==> src/rtl/wdt_pkg.sv <==
package wdt_pkg;
  // Strobes from the control section to the datapath, valid for one cycle.
  typedef struct packed {
    logic loadCnt;  // keyed counter write accepted
    logic loadCsr;  // keyed control-byte write accepted
    logic tick;     // prescaler period complete
  } wdtStrobe_t;
endpackage

==> src/rtl/wdt_ctrl.sv <==
module wdt_ctrl
  import wdt_pkg::*;
#(
  parameter int DATA_W     = 8,
  parameter int SEL_W      = 3,
  parameter int BASE_SHIFT = 5,
  parameter logic [DATA_W-1:0] KEY_CNT = 8'h5A,
  parameter logic [DATA_W-1:0] KEY_CSR = 8'hA5
) (
  input  logic                  clk,
  input  logic                  rstN,
  input  logic                  wrEn,
  input  logic                  wrAddr,
  input  logic [2*DATA_W-1:0]   wrData,
  input  logic                  timerEn,
  input  logic [SEL_W-1:0]      clkSel,
  output wdtStrobe_t            strobe
);
  localparam int PRE_W = BASE_SHIFT + (1 << SEL_W) - 1;
  localparam int SH_W  = $clog2(PRE_W + 1);

  logic [DATA_W-1:0] keyByte;
  logic [PRE_W-1:0]  preQ;
  logic [SH_W-1:0]   shiftAmt;
  logic [PRE_W:0]    maskWide;
  logic [PRE_W-1:0]  mask;

  assign keyByte  = wrData[2*DATA_W-1:DATA_W];
  assign shiftAmt = SH_W'(BASE_SHIFT) + SH_W'(clkSel);
  assign maskWide = ({{PRE_W{1'b0}}, 1'b1} << shiftAmt) - 1'b1;
  assign mask     = maskWide[PRE_W-1:0];

  always_comb begin
    strobe.loadCnt = wrEn && !wrAddr && (keyByte == KEY_CNT);
    strobe.loadCsr = wrEn &&  wrAddr && (keyByte == KEY_CSR);
    strobe.tick    = timerEn && (&(preQ | ~mask));
  end

  always_ff @(posedge clk or negedge rstN) begin
    if (!rstN)                 preQ <= '0;
    else if (strobe.loadCnt)   preQ <= '0;
    else if (timerEn)          preQ <= preQ + 1'b1;
  end

  // Counter reload restarts the prescaler.
  assert_pre_clear_R2: assert property (@(posedge clk) disable iff (!rstN)
    strobe.loadCnt |=> (preQ == '0));
  // Prescale periods are at least 32 clocks, so steps never come back to back.
  assert_tick_gap_R5: assert property (@(posedge clk) disable iff (!rstN)
    strobe.tick |=> !strobe.tick);
endmodule

==> src/rtl/wdt_dp.sv <==
module wdt_dp
  import wdt_pkg::*;
#(
  parameter int DATA_W = 8,
  parameter int SEL_W  = 3,
  parameter int EN_BIT = 5
) (
  input  logic               clk,
  input  logic               rstN,
  input  wdtStrobe_t         strobe,
  input  logic [DATA_W-1:0]  wrByte,
  input  logic               rdAddr,
  output logic [DATA_W-1:0]  rdData,
  output logic               timerEn,
  output logic [SEL_W-1:0]   clkSel,
  output logic               ovfPulse
);
  localparam int FLAG_BIT = DATA_W - 1;

  logic [DATA_W-1:0] cntQ;
  logic              flagQ;
  logic              wrap;
  logic [DATA_W-1:0] csrView;

  assign wrap = strobe.tick && !strobe.loadCnt && (&cntQ);

  always_ff @(posedge clk or negedge rstN) begin
    if (!rstN)               cntQ <= '0;
    else if (strobe.loadCnt) cntQ <= wrByte;
    else if (strobe.tick)    cntQ <= cntQ + 1'b1;
  end

  always_ff @(posedge clk or negedge rstN) begin
    if (!rstN) begin
      flagQ    <= 1'b0;
      timerEn  <= 1'b0;
      clkSel   <= '0;
      ovfPulse <= 1'b0;
    end else begin
      ovfPulse <= wrap;
      if (wrap)                flagQ <= 1'b1;
      else if (strobe.loadCsr) flagQ <= flagQ & wrByte[FLAG_BIT];
      if (strobe.loadCsr) begin
        timerEn <= wrByte[EN_BIT];
        clkSel  <= wrByte[SEL_W-1:0];
      end
    end
  end

  always_comb begin
    csrView              = '0;
    csrView[FLAG_BIT]    = flagQ;
    csrView[EN_BIT]      = timerEn;
    csrView[SEL_W-1:0]   = clkSel;
    rdData               = rdAddr ? csrView : cntQ;
  end

  assert_load_R2: assert property (@(posedge clk) disable iff (!rstN)
    strobe.loadCnt |=> (cntQ == $past(wrByte)));
  assert_hold_R4: assert property (@(posedge clk) disable iff (!rstN)
    (!strobe.loadCnt && !strobe.tick) |=> $stable(cntQ));
  assert_pulse_flag_R6: assert property (@(posedge clk) disable iff (!rstN)
    ovfPulse |-> flagQ);
  assert_pulse_single_R6: assert property (@(posedge clk) disable iff (!rstN)
    ovfPulse |=> !ovfPulse);
  assert_flag_keep_R7: assert property (@(posedge clk) disable iff (!rstN)
    (flagQ && !strobe.loadCsr) |=> flagQ);
endmodule

==> src/rtl/keyed_watchdog.sv <==
module keyed_watchdog
  import wdt_pkg::*;
#(
  parameter int DATA_W     = 8,
  parameter int SEL_W      = 3,
  parameter int BASE_SHIFT = 5,
  parameter int EN_BIT     = 5,
  parameter logic [DATA_W-1:0] KEY_CNT = 8'h5A,
  parameter logic [DATA_W-1:0] KEY_CSR = 8'hA5
) (
  input  logic                clk,
  input  logic                rstN,
  input  logic                wrEn,
  input  logic                wrAddr,
  input  logic [2*DATA_W-1:0] wrData,
  input  logic                rdAddr,
  output logic [DATA_W-1:0]   rdData,
  output logic                ovfPulse
);
  wdtStrobe_t       strobe;
  logic             timerEn;
  logic [SEL_W-1:0] clkSel;

  wdt_ctrl #(
    .DATA_W(DATA_W), .SEL_W(SEL_W), .BASE_SHIFT(BASE_SHIFT),
    .KEY_CNT(KEY_CNT), .KEY_CSR(KEY_CSR)
  ) u_ctrl (
    .clk(clk), .rstN(rstN), .wrEn(wrEn), .wrAddr(wrAddr), .wrData(wrData),
    .timerEn(timerEn), .clkSel(clkSel), .strobe(strobe)
  );

  wdt_dp #(
    .DATA_W(DATA_W), .SEL_W(SEL_W), .EN_BIT(EN_BIT)
  ) u_dp (
    .clk(clk), .rstN(rstN), .strobe(strobe), .wrByte(wrData[DATA_W-1:0]),
    .rdAddr(rdAddr), .rdData(rdData), .timerEn(timerEn), .clkSel(clkSel),
    .ovfPulse(ovfPulse)
  );
endmodule

==> config.mk <==
export PLATFORM = sky130hd
export DESIGN_NAME = keyed_watchdog
export DESIGN_NICKNAME = d
export VERILOG_FILES = /design/src/rtl/wdt_pkg.sv /design/src/rtl/wdt_ctrl.sv /design/src/rtl/wdt_dp.sv /design/src/rtl/keyed_watchdog.sv
export SDC_FILE = /design/constraint.sdc
export NUM_CORES = 1
export LEC_CHECK = 0
export BUFFER_PORTS_ARGS = -buffer_cell sky130_fd_sc_hd__buf_2
export CAP_MARGIN = 25
export CORE_AREA = 2 2 66 68
export DETAILED_ROUTE_END_ITERATION = 10
export DIE_AREA = 0 0 68 70
export GPL_TIMING_DRIVEN = 0
export HOLD_SLACK_MARGIN = 0.08
export PLACE_DENSITY = 0.66
export SYNTH_ARGS = -nofsm -noshare
export SYNTH_HDL_FRONTEND = slang
export SYNTH_HIERARCHICAL = 1
export SYNTH_SLANG_ARGS = --single-unit
==> constraint.sdc <==
create_clock -name clk -period 1.8 [get_ports clk]
set_input_delay 0.09 -clock clk [delete_from_list [all_inputs] [get_ports clk]]
set_output_delay 0.09 -clock clk [all_outputs]
set_load 0.03 [all_outputs]
### Word-level counts from Yosys, hierarchy flattened

Cells that the tools add are included.

* register bits: 26
* input bits: 21
* output and inout bits: 9
* word-level logic and storage cells: 37

* $add $sub $neg: 4
* equal/unequal tests: 2
* shift operators: 1
* muxes and demuxes: 7
* bitwise operators: 3
* reductions and logical operators: 14

Operators by type and width (count)
* $mux 12: 2
* $mux 8: 3
* $add 12x1->12 const B: 1
* $not 12->12: 1
* $or 12x12->12: 1
* $reduce_and 12->1: 1
* $shl 1x4->12 const A: 1
* $sub 12x1->12 const B: 1
* $add 8x1->8 const B: 1
* $eq 8x7->1 const B: 1
* $eq 8x8->1 const B: 1
* $reduce_and 8->1: 1
* $logic_and 1x1->1: 7
* $reduce_bool 2->1: 3
* $add 3x3->4 const A: 1
* $logic_not 1->1: 2
* $mux 1: 2
* $and 1x1->1: 1

### Logic depth before layout (Yosys ltp)

Gate-level depths: netlist of run 1.

* depth in word-level cells: 10
* depth in mapped cells: 9
* gate-level depth less buffers: 8

### Cells and area by module

The synthesis of run 1 kept the hierarchy.

By module, submodules not included
* wdt_ctrl: instances 1, cells each 85, area each 795.8 sq um, sequential area each 300.3 sq um
* wdt_dp: instances 1, cells each 72, area each 748.2 sq um, sequential area each 350.3 sq um

### Worst setup path before layout of run 1

Ideal clock, no wire load.

* path type: reg-to-reg
* start: register u_dp.clkSel[1]
* end: register u_dp.cntQ[7]
* library setup time: 0.069 ns
* arrival: 1.795 ns
* data required time: 1.731 ns
* slack: -0.064 ns
* cell stages (with the launch flop): 9
* buffers on the path: 1
* clock period less this slack: 1.864 ns
* cells stage by stage: dfrtp_1 > o21bai_1 > o221ai_1 > o21ai_0 > o2111a_1 > buf_4 > nand4_4 > or4_1 > nand3_1

RTL lines
* start: declaration: RTL line wdt_dp.sv:15 `output logic [SEL_W-1:0] clkSel,`
* start signal: assignment: RTL line wdt_dp.sv:45 `clkSel <= wrByte[SEL_W-1:0];`
* end signal: assignment: RTL line wdt_dp.sv:29 `else if (strobe.loadCnt) cntQ <= wrByte;`
* end signal: assignment: RTL line wdt_dp.sv:30 `else if (strobe.tick) cntQ <= cntQ + 1'b1;`
* end: declaration: RTL line wdt_dp.sv:20 `logic [DATA_W-1:0] cntQ;`

==> results.sh, run 1 <==
export IMPL_cellPowerDensity_nw_per_um2=941
export IMPL_postSynth_asyncResetShare_pct=100
export IMPL_worst_slew_pin_transition_ps=573
export IMPL_area_growth_pct=34.3
export IMPL_timing_max_transition_violations_final=0
export IMPL_floorplan_die_height_um=70
export IMPL_mostFrequentLayoutCell="buf_2"
export IMPL_finalCritPeriodShare_pct=108
export IMPL_cts_clock_pin_slew_for_the_worst_setup_and_hold_paths_ps=100
export IMPL_global_route_usage_total_pct=15.4
export IMPL_fin_ws_ps=-148
export IMPL_i_o_pin_total=30
export IMPL_detailroute_via_count=1316
export IMPL_core_area_um2=4140
export IMPL_routed_wirelength_mm=3.34
export IMPL_synth_warning_count=6
export IMPL_cts_sinks=26
export IMPL_synth_seq_area_share_pct=42.1
export IMPL_antenna_cells=0
export IMPL_multi_input_comb_area_um2=892
export IMPL_syn_cell_area_um2=1540
export IMPL_netlist_cell_type_count=40
export IMPL_maximum_buffer_depth_of_the_clock_tree=2
export IMPL_dominantRegCellSynth="dfrtp_1"
export IMPL_clock_latency_ps=280
export IMPL_die_width_um=68
export IMPL_nets=235
export IMPL_tns_ps=-510
export IMPL_hold_start="wrData[14]"
export IMPL_cts_made_buffers=3
export IMPL_startpoint_of_the_worst_register_to_register_path="u_dp/clkSel[2]$_DFFE_PN0P_"
export IMPL_drt_initial_drc_count=66
export IMPL_route_detailed_wl_per_inst_um=12.7
export IMPL_critPathCaptureType="flip-flop"
export IMPL_fmaxAchievable_ghz=0.513
export IMPL_layout_drive_gt1_share_pct=34.8
export IMPL_detailedRoute_firstPassIterationCount=4
export IMPL_critical_path_top_delay_family="simple AND/OR/NAND/NOR gates"
export IMPL_gp_congestion=0.784
export IMPL_global_route_overflow_total=0
export IMPL_number_of_instances_in_the_synthesized_netlist=157
export IMPL_postRouteAntennaNets=0
export IMPL_utilization_pct=50.0
export IMPL_unrepaired_setup_endpoints_after_global_routing="yes"
export IMPL_crit_path_max_fanout=3
export IMPL_clock_skew_ps=6.16
export IMPL_grt_antenna_before_repair=0
export IMPL_design_die_area_um2=4760
export IMPL_critPathBufInv=2
export IMPL_timing_final_hold_violations=0
export IMPL_dp_hpwl_mm=2.27
export IMPL_route_detailed_drc=0
export IMPL_worstHoldPathType="input port to flip-flop"
export IMPL_criticalPathCategory="flip-flop to flip-flop"
export IMPL_core_rowCount=24
export IMPL_violated_checks="negative setup slack"
export IMPL_synth_area_per_cell_um2=9.83
export IMPL_synth_seq_cells=26
export IMPL_timing_critical_path_from_type="flip-flop"
export IMPL_worst_max_slew_margin_expressed_relative_to_the_limit_pct=61.8
export IMPL_clock_root_buffer="clkbuf_8"
export IMPL_crit_path_cell_trace="nor3_2 > nor2_1 > nor3_2 > o2111a_1 > buf_6 > buf_4 > nand3_4 > or4_1 > nand3_1"
export IMPL_layout_common_cells="buf_2 (29), dfrtp_1 (24), nand2_1 (15)"
export IMPL_critical_path_most_common_cell="nor3_2"
export IMPL_final_min_clock_period_ps=1950
export IMPL_sequential_cell_area_um2=653
export IMPL_cap_viol_max_count=0
export IMPL_overall_power_mw=1.95
export IMPL_timing_critical_path_required_ps=2020
export IMPL_grt_pass1_wl_mm=5.67
export IMPL_placement_io_buffers=28
export IMPL_critPathSlowestCell="dfrtp_2"
export IMPL_setup_violations_final=6
export IMPL_first_global_vias=1220
export IMPL_n_fill_cell=386
export IMPL_run_status="finished, violations left"
export IMPL_worst_ep_arrival_time_ps=2170
export IMPL_cts_htree_levels=1
export IMPL_static_leakage_power_nw=0.957
export IMPL_largest_net_degree_at_the_start_of_global_routing=27
export IMPL_worstSetupStartpoint="u_dp/clkSel[2]$_DFFE_PN0P_"
export IMPL_clock_tree_from_tritoncts="yes"
export IMPL_vdd_ir_drop_max_mv=0.570
export IMPL_start_util_pct=37.3
export IMPL_route_detailed_vias_per_inst=5.02
export IMPL_synth_edff_count=0
export IMPL_timing_critical_path_slowest_cell_delay_ps=440
sequential cells by signal (all words and copies together), names as in the netlist:
register	count
u_ctrl/preQ	12
u_dp/clkSel	3
u_dp/ovfPulse	1
u_dp/cntQ	8
u_dp/flagQ	1
u_dp/timerEn	1
final cells by class:
type                            instances  share of cell area, %
Sequential cell                        26                   31.5
Multi-Input combinational cell        120                   43.0
Timing Repair Buffer                   48                   15.8
Tap cell                               52                   3.14
Clock buffer                            3                   1.99
Inverter                                6                   1.09
Clock inverter                          1                   1.45
Buffer                                  6                   1.99
synth_stat cells (5+ instances only):
cell type  number  area share, %
mux2_2          9            6.6
nor2b_1         6            2.4
xnor2_1         8            4.5
dfrtp_1        26             42
xor2_1          5            2.8
o21ai_0         9            2.9
nor2_1         10            2.4
nand2_1        16            3.9
a21oi_1         5            1.6
nand3_1         7            2.3
nor3_1          5            1.6
inv_1           6            1.5
report_power, final:
part           switching [mW]  internal (mW)  total, mW
Sequential              0.217          0.727      0.944
Combinational           0.258          0.247      0.505
Clock                   0.203          0.298      0.502
layer usage:
metal  global-route usage [%]  vias to the layer above  routed length (um)
met1                     23.2                      620                1720
met5                        0                        -                   0
met4                     5.33                        0                  47
li1                         -                      665                   -
met3                     1.61                        5                  89
met2                     22.8                       26                1480
worst paths after layout:
path	endpoint	slack (ps)	depth (start not counted)
hold reg to reg	u_dp/flagQ$_DFFE_PN0P_	490	1
setup reg to reg	u_dp/cntQ[6]$_DFFE_PN0P_	-150	9
min in group asynchronous	u_dp/cntQ[1]$_DFFE_PN0P_	330	2
hold / removal	u_dp/flagQ$_DFFE_PN0P_	170	4
max in group asynchronous	u_dp/clkSel[1]$_DFFE_PN0P_	1060	2
setup / recovery	u_dp/cntQ[6]$_DFFE_PN0P_	-150	9
timing repair:
action                     CTS  global route
hold buffers                 9             0
gates resized for setup      7            11
cloned                       0             0
setup endpoints to repair   10            10
buffers inserted             4             7
pin swaps                    1             6
hold endpoints to repair    38             0
tightest hold or removal path: cells and delay by family:
| family | cells | cell delay [ps] |
|---|---|---|
| AND/OR/NAND/NOR | 2 | 140 |
| buffers and inverters | 1 | 80 |
| AO/OA/AOI/OAI | 1 | 110 |
stage by stage:
stage | area [um2] | instances | setup slack [ps] | hold slack, ps
floorplan | 1560 | 158 | 10.3 | -206
global placement | 1770 | 238 | -342 | 134
detailed placement | 1780 | 239 | -388 | 133
CTS | 1990 | 256 | -115 | 170
global route | 2070 | 262 | -285 | 189
finish | 2070 | 262 | -148 | 169
kinds of logic after synthesis:
family	share of synthesized area (%)
muxes	7.86
DFF	42.1
AOI/OAI and AO/OA	8.75
buffers and inverters	3.73
adders and majority gates	2.43
and+or+nand+nor	27.5
xor gates and xnor gates	7.37
other	0.243
(Power assumes the default switching activity.)
==> run 2, diff against run 1 <==
--- a/config.mk
+++ b/config.mk
@@ -5,14 +5,14 @@
 export SDC_FILE = /design/constraint.sdc
 export NUM_CORES = 1
 export LEC_CHECK = 0
-export BUFFER_PORTS_ARGS = -buffer_cell sky130_fd_sc_hd__buf_2
 export CAP_MARGIN = 25
 export CORE_AREA = 2 2 66 68
 export DETAILED_ROUTE_END_ITERATION = 10
 export DIE_AREA = 0 0 68 70
+export DONT_BUFFER_PORTS = 1
 export GPL_TIMING_DRIVEN = 0
 export HOLD_SLACK_MARGIN = 0.08
-export PLACE_DENSITY = 0.66
+export PLACE_DENSITY = 0.59
 export SYNTH_ARGS = -nofsm -noshare
 export SYNTH_HDL_FRONTEND = slang
 export SYNTH_HIERARCHICAL = 1
==> run 2 against run 1 <==
  * Final cell count decreased by 11%
  * Non-clock buffer count is 30 lower
  * Largest cell class unchanged
  * Combinational power down 4.2%
  * Global-route usage up 1.2 points
  * Count of clock-buffer cells in the layout did not move
  * The flow still finishes with violations (negative setup slack)
  * Critical path depth fell by 1
  * Critical endpoint unchanged
  * Register-to-register slack about the same
==> results.sh, run 2 (synthesized netlist as in run 1, its figures left out) <==
export IMPL_route_detailed_drc=0
export IMPL_global_route_overflow_total=0
export IMPL_setup_violations_final=4
export IMPL_grt_pass1_wl_mm=6.06
export IMPL_violated_checks="negative setup slack"
export IMPL_n_fill_cell=389
export IMPL_unrepaired_setup_endpoints_after_global_routing="yes"
export IMPL_design_die_area_um2=4760
export IMPL_static_leakage_power_nw=0.832
export IMPL_finalCritPeriodShare_pct=108
export IMPL_timing_final_hold_violations=0
export IMPL_place_area_um2=1630
export IMPL_grt_antenna_before_repair=0
export IMPL_timing_max_transition_violations_final=0
export IMPL_placement_io_buffers=0
export IMPL_run_status="finished, violations left"
export IMPL_max_reg_flops=12
export IMPL_worst_slew_pin_transition_ps=821
export IMPL_core_area_um2=4140
export IMPL_cts_htree_levels=1
export IMPL_maximum_buffer_depth_of_the_clock_tree=2
export IMPL_core_rowCount=24
export IMPL_cts_clock_pin_slew_for_the_worst_setup_and_hold_paths_ps=90
export IMPL_timing_critical_path_from_type="flip-flop"
export IMPL_fmaxAchievable_ghz=0.515
export IMPL_top_register_by_number_of_flip_flops="u_ctrl/preQ"
export IMPL_clock_skew_ps=3.77
export IMPL_global_route_usage_total_pct=16.6
export IMPL_worstHoldPathType="input port to flip-flop"
export IMPL_detailedRoute_firstPassIterationCount=4
export IMPL_timing_critical_path_required_ps=2010
export IMPL_vdd_ir_drop_max_mv=0.642
export IMPL_cts_sinks=26
export IMPL_critPathCaptureType="flip-flop"
export IMPL_route_detailed_wl_per_inst_um=15.2
export IMPL_start_util_pct=37.3
export IMPL_clock_root_buffer="clkbuf_8"
export IMPL_clock_tree_from_tritoncts="yes"
export IMPL_top_regs="u_ctrl/preQ (12), u_dp/cntQ (8), u_dp/clkSel (3)"
export IMPL_nets=205
export IMPL_cts_made_buffers=3
export IMPL_crit_path_max_fanout=5
export IMPL_first_global_vias=1353
export IMPL_layout_drive_gt1_share_pct=25.0
export IMPL_multi_input_comb_area_um2=896
export IMPL_routed_wirelength_mm=3.54
export IMPL_final_min_clock_period_ps=1940
export IMPL_fin_ws_ps=-143
export IMPL_gp_congestion=0.811
export IMPL_area_growth_pct=24.3
export IMPL_mostFrequentLayoutCell="dfrtp_1"
export IMPL_worst_max_slew_margin_expressed_relative_to_the_limit_pct=44.7
export IMPL_die_width_um=68
export IMPL_sequential_cell_area_um2=653
export IMPL_drt_initial_drc_count=27
export IMPL_i_o_pin_total=30
export IMPL_cellPowerDensity_nw_per_um2=1000
export IMPL_postRouteAntennaNets=0
export IMPL_detailedPlace_worstSlack_ps=-217
export IMPL_floorplan_die_height_um=70
export IMPL_dp_hpwl_mm=2.50
export IMPL_clock_latency_ps=270
export IMPL_largest_net_degree_at_the_start_of_global_routing=27
export IMPL_criticalPathCategory="flip-flop to flip-flop"
export IMPL_route_detailed_vias_per_inst=5.42
export IMPL_detailroute_via_count=1257
export IMPL_worst_ep_arrival_time_ps=2160
export IMPL_antenna_cells=0
export IMPL_cap_viol_max_count=0
export IMPL_finish_instance_area_um2=1920
export IMPL_layout_common_cells="dfrtp_1 (24), nand2_1 (15), nor2_1 (10)"
[run 2: cell types whose count changed in the layout (fill, tap and decap cells not counted), moves of 2 or more]
cell     delta
buf_6       -2
or4_1       -2
nand3_2     +2
buf_2      -27
or4_4       +2
[run 2: layer usage]
metal | vias to the layer above | GRT usage, % | part of all wire [%]
li1 | 604 | - | -
met1 | 618 | 20.1 | 41
met2 | 30 | 29.4 | 55
met3 | 5 | 2.25 | 2.8
met4 | 0 | 5.11 | 1.0
met5 | - | 0 | 0
[run 2: worst paths after layout]
kind | cells past startpoint | endpoint | slack [ps] | from
setup reg to reg | 8 | u_dp/cntQ[6]$_DFFE_PN0P_ | -140 | u_dp/clkSel[0]$_DFFE_PN0P_
min in group asynchronous | 2 | u_ctrl/preQ[8]$_DFFE_PN0P_ | 250 | rstN
hold / removal | 2 | u_ctrl/preQ[7]$_DFFE_PN0P_ | 130 | wrData[14]
setup / recovery | 8 | u_dp/cntQ[6]$_DFFE_PN0P_ | -140 | u_dp/clkSel[0]$_DFFE_PN0P_
max in group asynchronous | 2 | u_dp/clkSel[1]$_DFFE_PN0P_ | 1380 | rstN
hold reg to reg | 1 | u_dp/flagQ$_DFFE_PN0P_ | 490 | u_dp/flagQ$_DFFE_PN0P_
[run 2: layout make-up]
type                            instances  share of cell area, %
Multi-Input combinational cell        120                   46.7
Timing Repair Buffer                   18                   8.93
Sequential cell                        26                   34.0
Clock inverter                          1                   1.56
Inverter                                6                   1.17
Buffer                                  6                   2.09
Clock buffer                            3                   2.15
Tap cell                               52                   3.39
[run 2: through the flow]
stage                     power (mW)  hold slack, ps  TNS (ps)  util, %  instances
after CTS                       1.93             127      -394     45.2        230
final                           1.92             129      -452     46.3        232
after detailed placement        1.39            -204     -1760     39.4        211
after global placement          1.36            -204     -1340     39.3        210
after floorplan                 1.28            -206         0        -        158
after global routing            2.06             137     -1220     46.3        232
[run 2: report_power, final]
| part | internal, mW | switching, mW |
|---|---|---|
| Sequential | 0.727 | 0.227 |
| Clock | 0.298 | 0.186 |
| Combinational | 0.225 | 0.259 |
| Total | 1.25 | 0.672 |
[run 2: timing repair]
| item | CTS | global route |
|---|---|---|
| endpoints found under the hold margin | 39 | 0 |
| endpoints found under the setup margin | 5 | 9 |
| gates resized for setup | 5 | 11 |
| hold buffers | 10 | 0 |
| setup buffers | 5 | 2 |
| pin swaps | 4 | 4 |
[run 2: critical path, stage by stage (launching register included)]
cell and delay (ps):
dfrtp_1 430, o21bai_1 200, o221ai_2 120, o21ai_1 140, o2111a_1 220, buf_6 120
nand3_2 120, or4_1 450, nand3_1 90
==> run 3, diff against run 2 <==
==> constraint.sdc (replaced) <==
create_clock -name clk -period 1.8 [get_ports clk]
set_input_delay 0.36 -clock clk [delete_from_list [all_inputs] [get_ports clk]]
set_output_delay 0.36 -clock clk [all_outputs]
set_load 0.03 [all_outputs]
==> run 3 against run 2 <==
  * The flow still finishes with violations (negative setup slack)
  * Sequential share of layout area is 1.7 points higher
  * Clock skew hardly changed
  * Sequential power hardly changed
  * Final cell count is 2.6% lower
  * Core utilization is 2.3 points lower
  * Global-route usage is 1.2 points lower
  * Critical endpoint is now u_dp/cntQ[7]$_DFFE_PN0P_
  * Non-clock buffer count is 6 lower
  * Combinational power is 4.8% lower
  * Register-to-register slack better by 20 ps
  * Largest cell class unchanged
  * Clock power is 22% lower
==> results.sh, run 3 (synthesized netlist as in run 1, its figures left out) <==
export IMPL_switching_share_pct=36.3
export IMPL_timing_critical_path_from_type="flip-flop"
export IMPL_routed_wirelength_mm=3.35
export IMPL_layout_common_cells="dfrtp_1 (25), nand2_1 (15), nor2_1 (10)"
export IMPL_critPathCaptureType="flip-flop"
export IMPL_overall_power_mw=1.79
export IMPL_core_rowCount=24
export IMPL_gp_congestion=0.791
export IMPL_cts_made_buffers=3
export IMPL_crit_path_cell_trace="nor3_2 > nor2_1 > nor3_2 > o2111a_1 > buf_6 > nand4_4 > or4_1 > nand3_1"
export IMPL_sequential_cell_area_um2=652
export IMPL_critPathBufInv=1
export IMPL_antenna_cells=0
export IMPL_timing_final_hold_violations=0
export IMPL_unrepaired_setup_endpoints_after_global_routing="yes"
export IMPL_start_util_pct=37.3
export IMPL_cts_clock_pin_slew_for_the_worst_setup_and_hold_paths_ps=90
export IMPL_clock_tree_from_tritoncts="yes"
export IMPL_run_status="finished, violations left"
export IMPL_cellPowerDensity_nw_per_um2=983
export IMPL_i_o_pin_total=30
export IMPL_criticalPathCategory="flip-flop to flip-flop"
export IMPL_placement_io_buffers=0
export IMPL_number_of_logic_stages_on_the_critical_path_including_buffering=8
export IMPL_die_width_um=68
export IMPL_detailedRoute_firstPassIterationCount=4
export IMPL_final_min_clock_period_ps=1920
export IMPL_hold_slack_ps=209
export IMPL_fmaxAchievable_ghz=0.521
export IMPL_worst_ep_arrival_time_ps=2130
export IMPL_global_route_usage_total_pct=15.4
export IMPL_cap_viol_max_count=0
export IMPL_numPlacedInstances=211
export IMPL_grt_pass1_wl_mm=5.58
export IMPL_worst_slew_pin_transition_ps=599
export IMPL_power_frac_seq_pct=53.3
export IMPL_maximum_buffer_depth_of_the_clock_tree=2
export IMPL_detailroute_via_count=1208
export IMPL_worst_max_slew_margin_expressed_relative_to_the_limit_pct=59.7
export IMPL_p_comb_share_pct=25.7
export IMPL_max_reg_flops=12
export IMPL_utilization_pct=44.0
export IMPL_largest_net_degree_at_the_start_of_global_routing=27
export IMPL_static_leakage_power_nw=0.792
export IMPL_dp_hpwl_mm=2.42
export IMPL_top_register_by_number_of_flip_flops="u_ctrl/preQ"
export IMPL_cts_sinks=26
export IMPL_area_growth_pct=18.2
export IMPL_n_fill_cell=425
export IMPL_grt_antenna_before_repair=0
export IMPL_detailedPlace_worstSlack_ps=-300
export IMPL_top_regs="u_ctrl/preQ (12), u_dp/cntQ (8), u_dp/clkSel (3)"
export IMPL_pwr_share_clk_pct=21.0
export IMPL_timing_critical_path_slowest_cell_delay_ps=440
export IMPL_nets=199
export IMPL_clock_skew_ps=4.03
export IMPL_design_internal_power_mw=1.14
export IMPL_layout_drive_gt1_share_pct=24.7
export IMPL_timing_critical_path_required_ps=2010
export IMPL_core_area_um2=4140
export IMPL_global_route_overflow_total=0
export IMPL_critPathSlowestCell="dfrtp_2"
export IMPL_design_die_area_um2=4760
export IMPL_route_detailed_vias_per_inst=5.35
export IMPL_layout_cells_non_filler=226
export IMPL_place_area_um2=1630
export IMPL_first_global_vias=1195
export IMPL_cts_htree_levels=1
export IMPL_setup_violations_final=7
export IMPL_violated_checks="negative setup slack"
export IMPL_multi_input_comb_area_um2=880
export IMPL_finish_instance_area_um2=1820
export IMPL_min_path_cells=2
export IMPL_clock_root_buffer="clkbuf_8"
export IMPL_mostFrequentLayoutCell="dfrtp_1"
export IMPL_fin_ws_ps=-118
export IMPL_crit_path_max_fanout=4
export IMPL_critical_path_most_common_cell="nor3_2"
export IMPL_power_switching_uw=652
export IMPL_worstHoldPathType="input port to flip-flop"
export IMPL_floorplan_die_height_um=70
export IMPL_vdd_ir_drop_max_mv=0.443
export IMPL_critical_path_top_delay_family="simple AND/OR/NAND/NOR gates"
export IMPL_reg2regPathDepth=8
export IMPL_route_detailed_drc=0
export IMPL_postRouteAntennaNets=0
export IMPL_route_detailed_wl_per_inst_um=14.8
export IMPL_drt_initial_drc_count=27
export IMPL_clock_latency_ps=270
export IMPL_timing_max_transition_violations_final=0
export IMPL_tns_ps=-428
export IMPL_finalCritPeriodShare_pct=107
run 3: changes by cell type in the layout (fill, tap and decap cells not counted), moves of 2 or more:
cell and delta:
nand3_2 -2, dlygate4sd3_1 -8, nand3_1 +2, or4_4 -2, buf_4 +2, or4_1 +2
run 3: repair_timing:
item / CTS / global route
pin swaps: 7 / 3
setup buffers: 7 / 2
gates resized for setup: 7 / 7
hold endpoints to repair: 26 / 0
endpoints found under the setup margin: 7 / 9
hold buffers: 2 / 0
run 3: final timing paths:
path                                               to  slack [ps]                  startpoint
max                          u_dp/cntQ[7]$_DFFE_PN0P_        -120  u_dp/clkSel[2]$_DFFE_PN0P_
max reg2reg                  u_dp/cntQ[7]$_DFFE_PN0P_        -120  u_dp/clkSel[2]$_DFFE_PN0P_
max in group asynchronous  u_dp/clkSel[2]$_DFFE_PN0P_        1120                        rstN
min in group asynchronous  u_ctrl/preQ[6]$_DFFE_PN0P_         510                        rstN
min reg2reg                    u_dp/flagQ$_DFFE_PN0P_         490      u_dp/flagQ$_DFFE_PN0P_
min                          u_dp/cntQ[5]$_DFFE_PN0P_         210                   wrData[5]
run 3: power groups by stage:
stage	Combinational, mW	Clock [mW]	Sequential [mW]
after CTS	0.455	0.388	0.950
after floorplan	0.373	0	0.904
after global routing	0.533	0.408	0.987
after detailed placement	0.424	0	0.962
after global placement	0.405	0	0.951
final	0.461	0.376	0.955
run 3: area by class of cell:
| cell class | instances | share of cell area, % |
|---|---|---|
| inverter | 6 | 1.23 |
| tap | 52 | 3.57 |
| clock buffer | 4 | 3.02 |
| multi-input combinational | 120 | 48.2 |
| sequential | 26 | 35.7 |
| buffer | 6 | 2.40 |
| timing repair buffer | 12 | 5.83 |
run 3: metal layers:
layer,vias up,wire length [um],track usage (%)
met5,-,0,0
met2,27,1720,24.7
met1,587,1450,20.2
met3,5,138,3.22
li1,589,-,-
met4,0,45,5.56
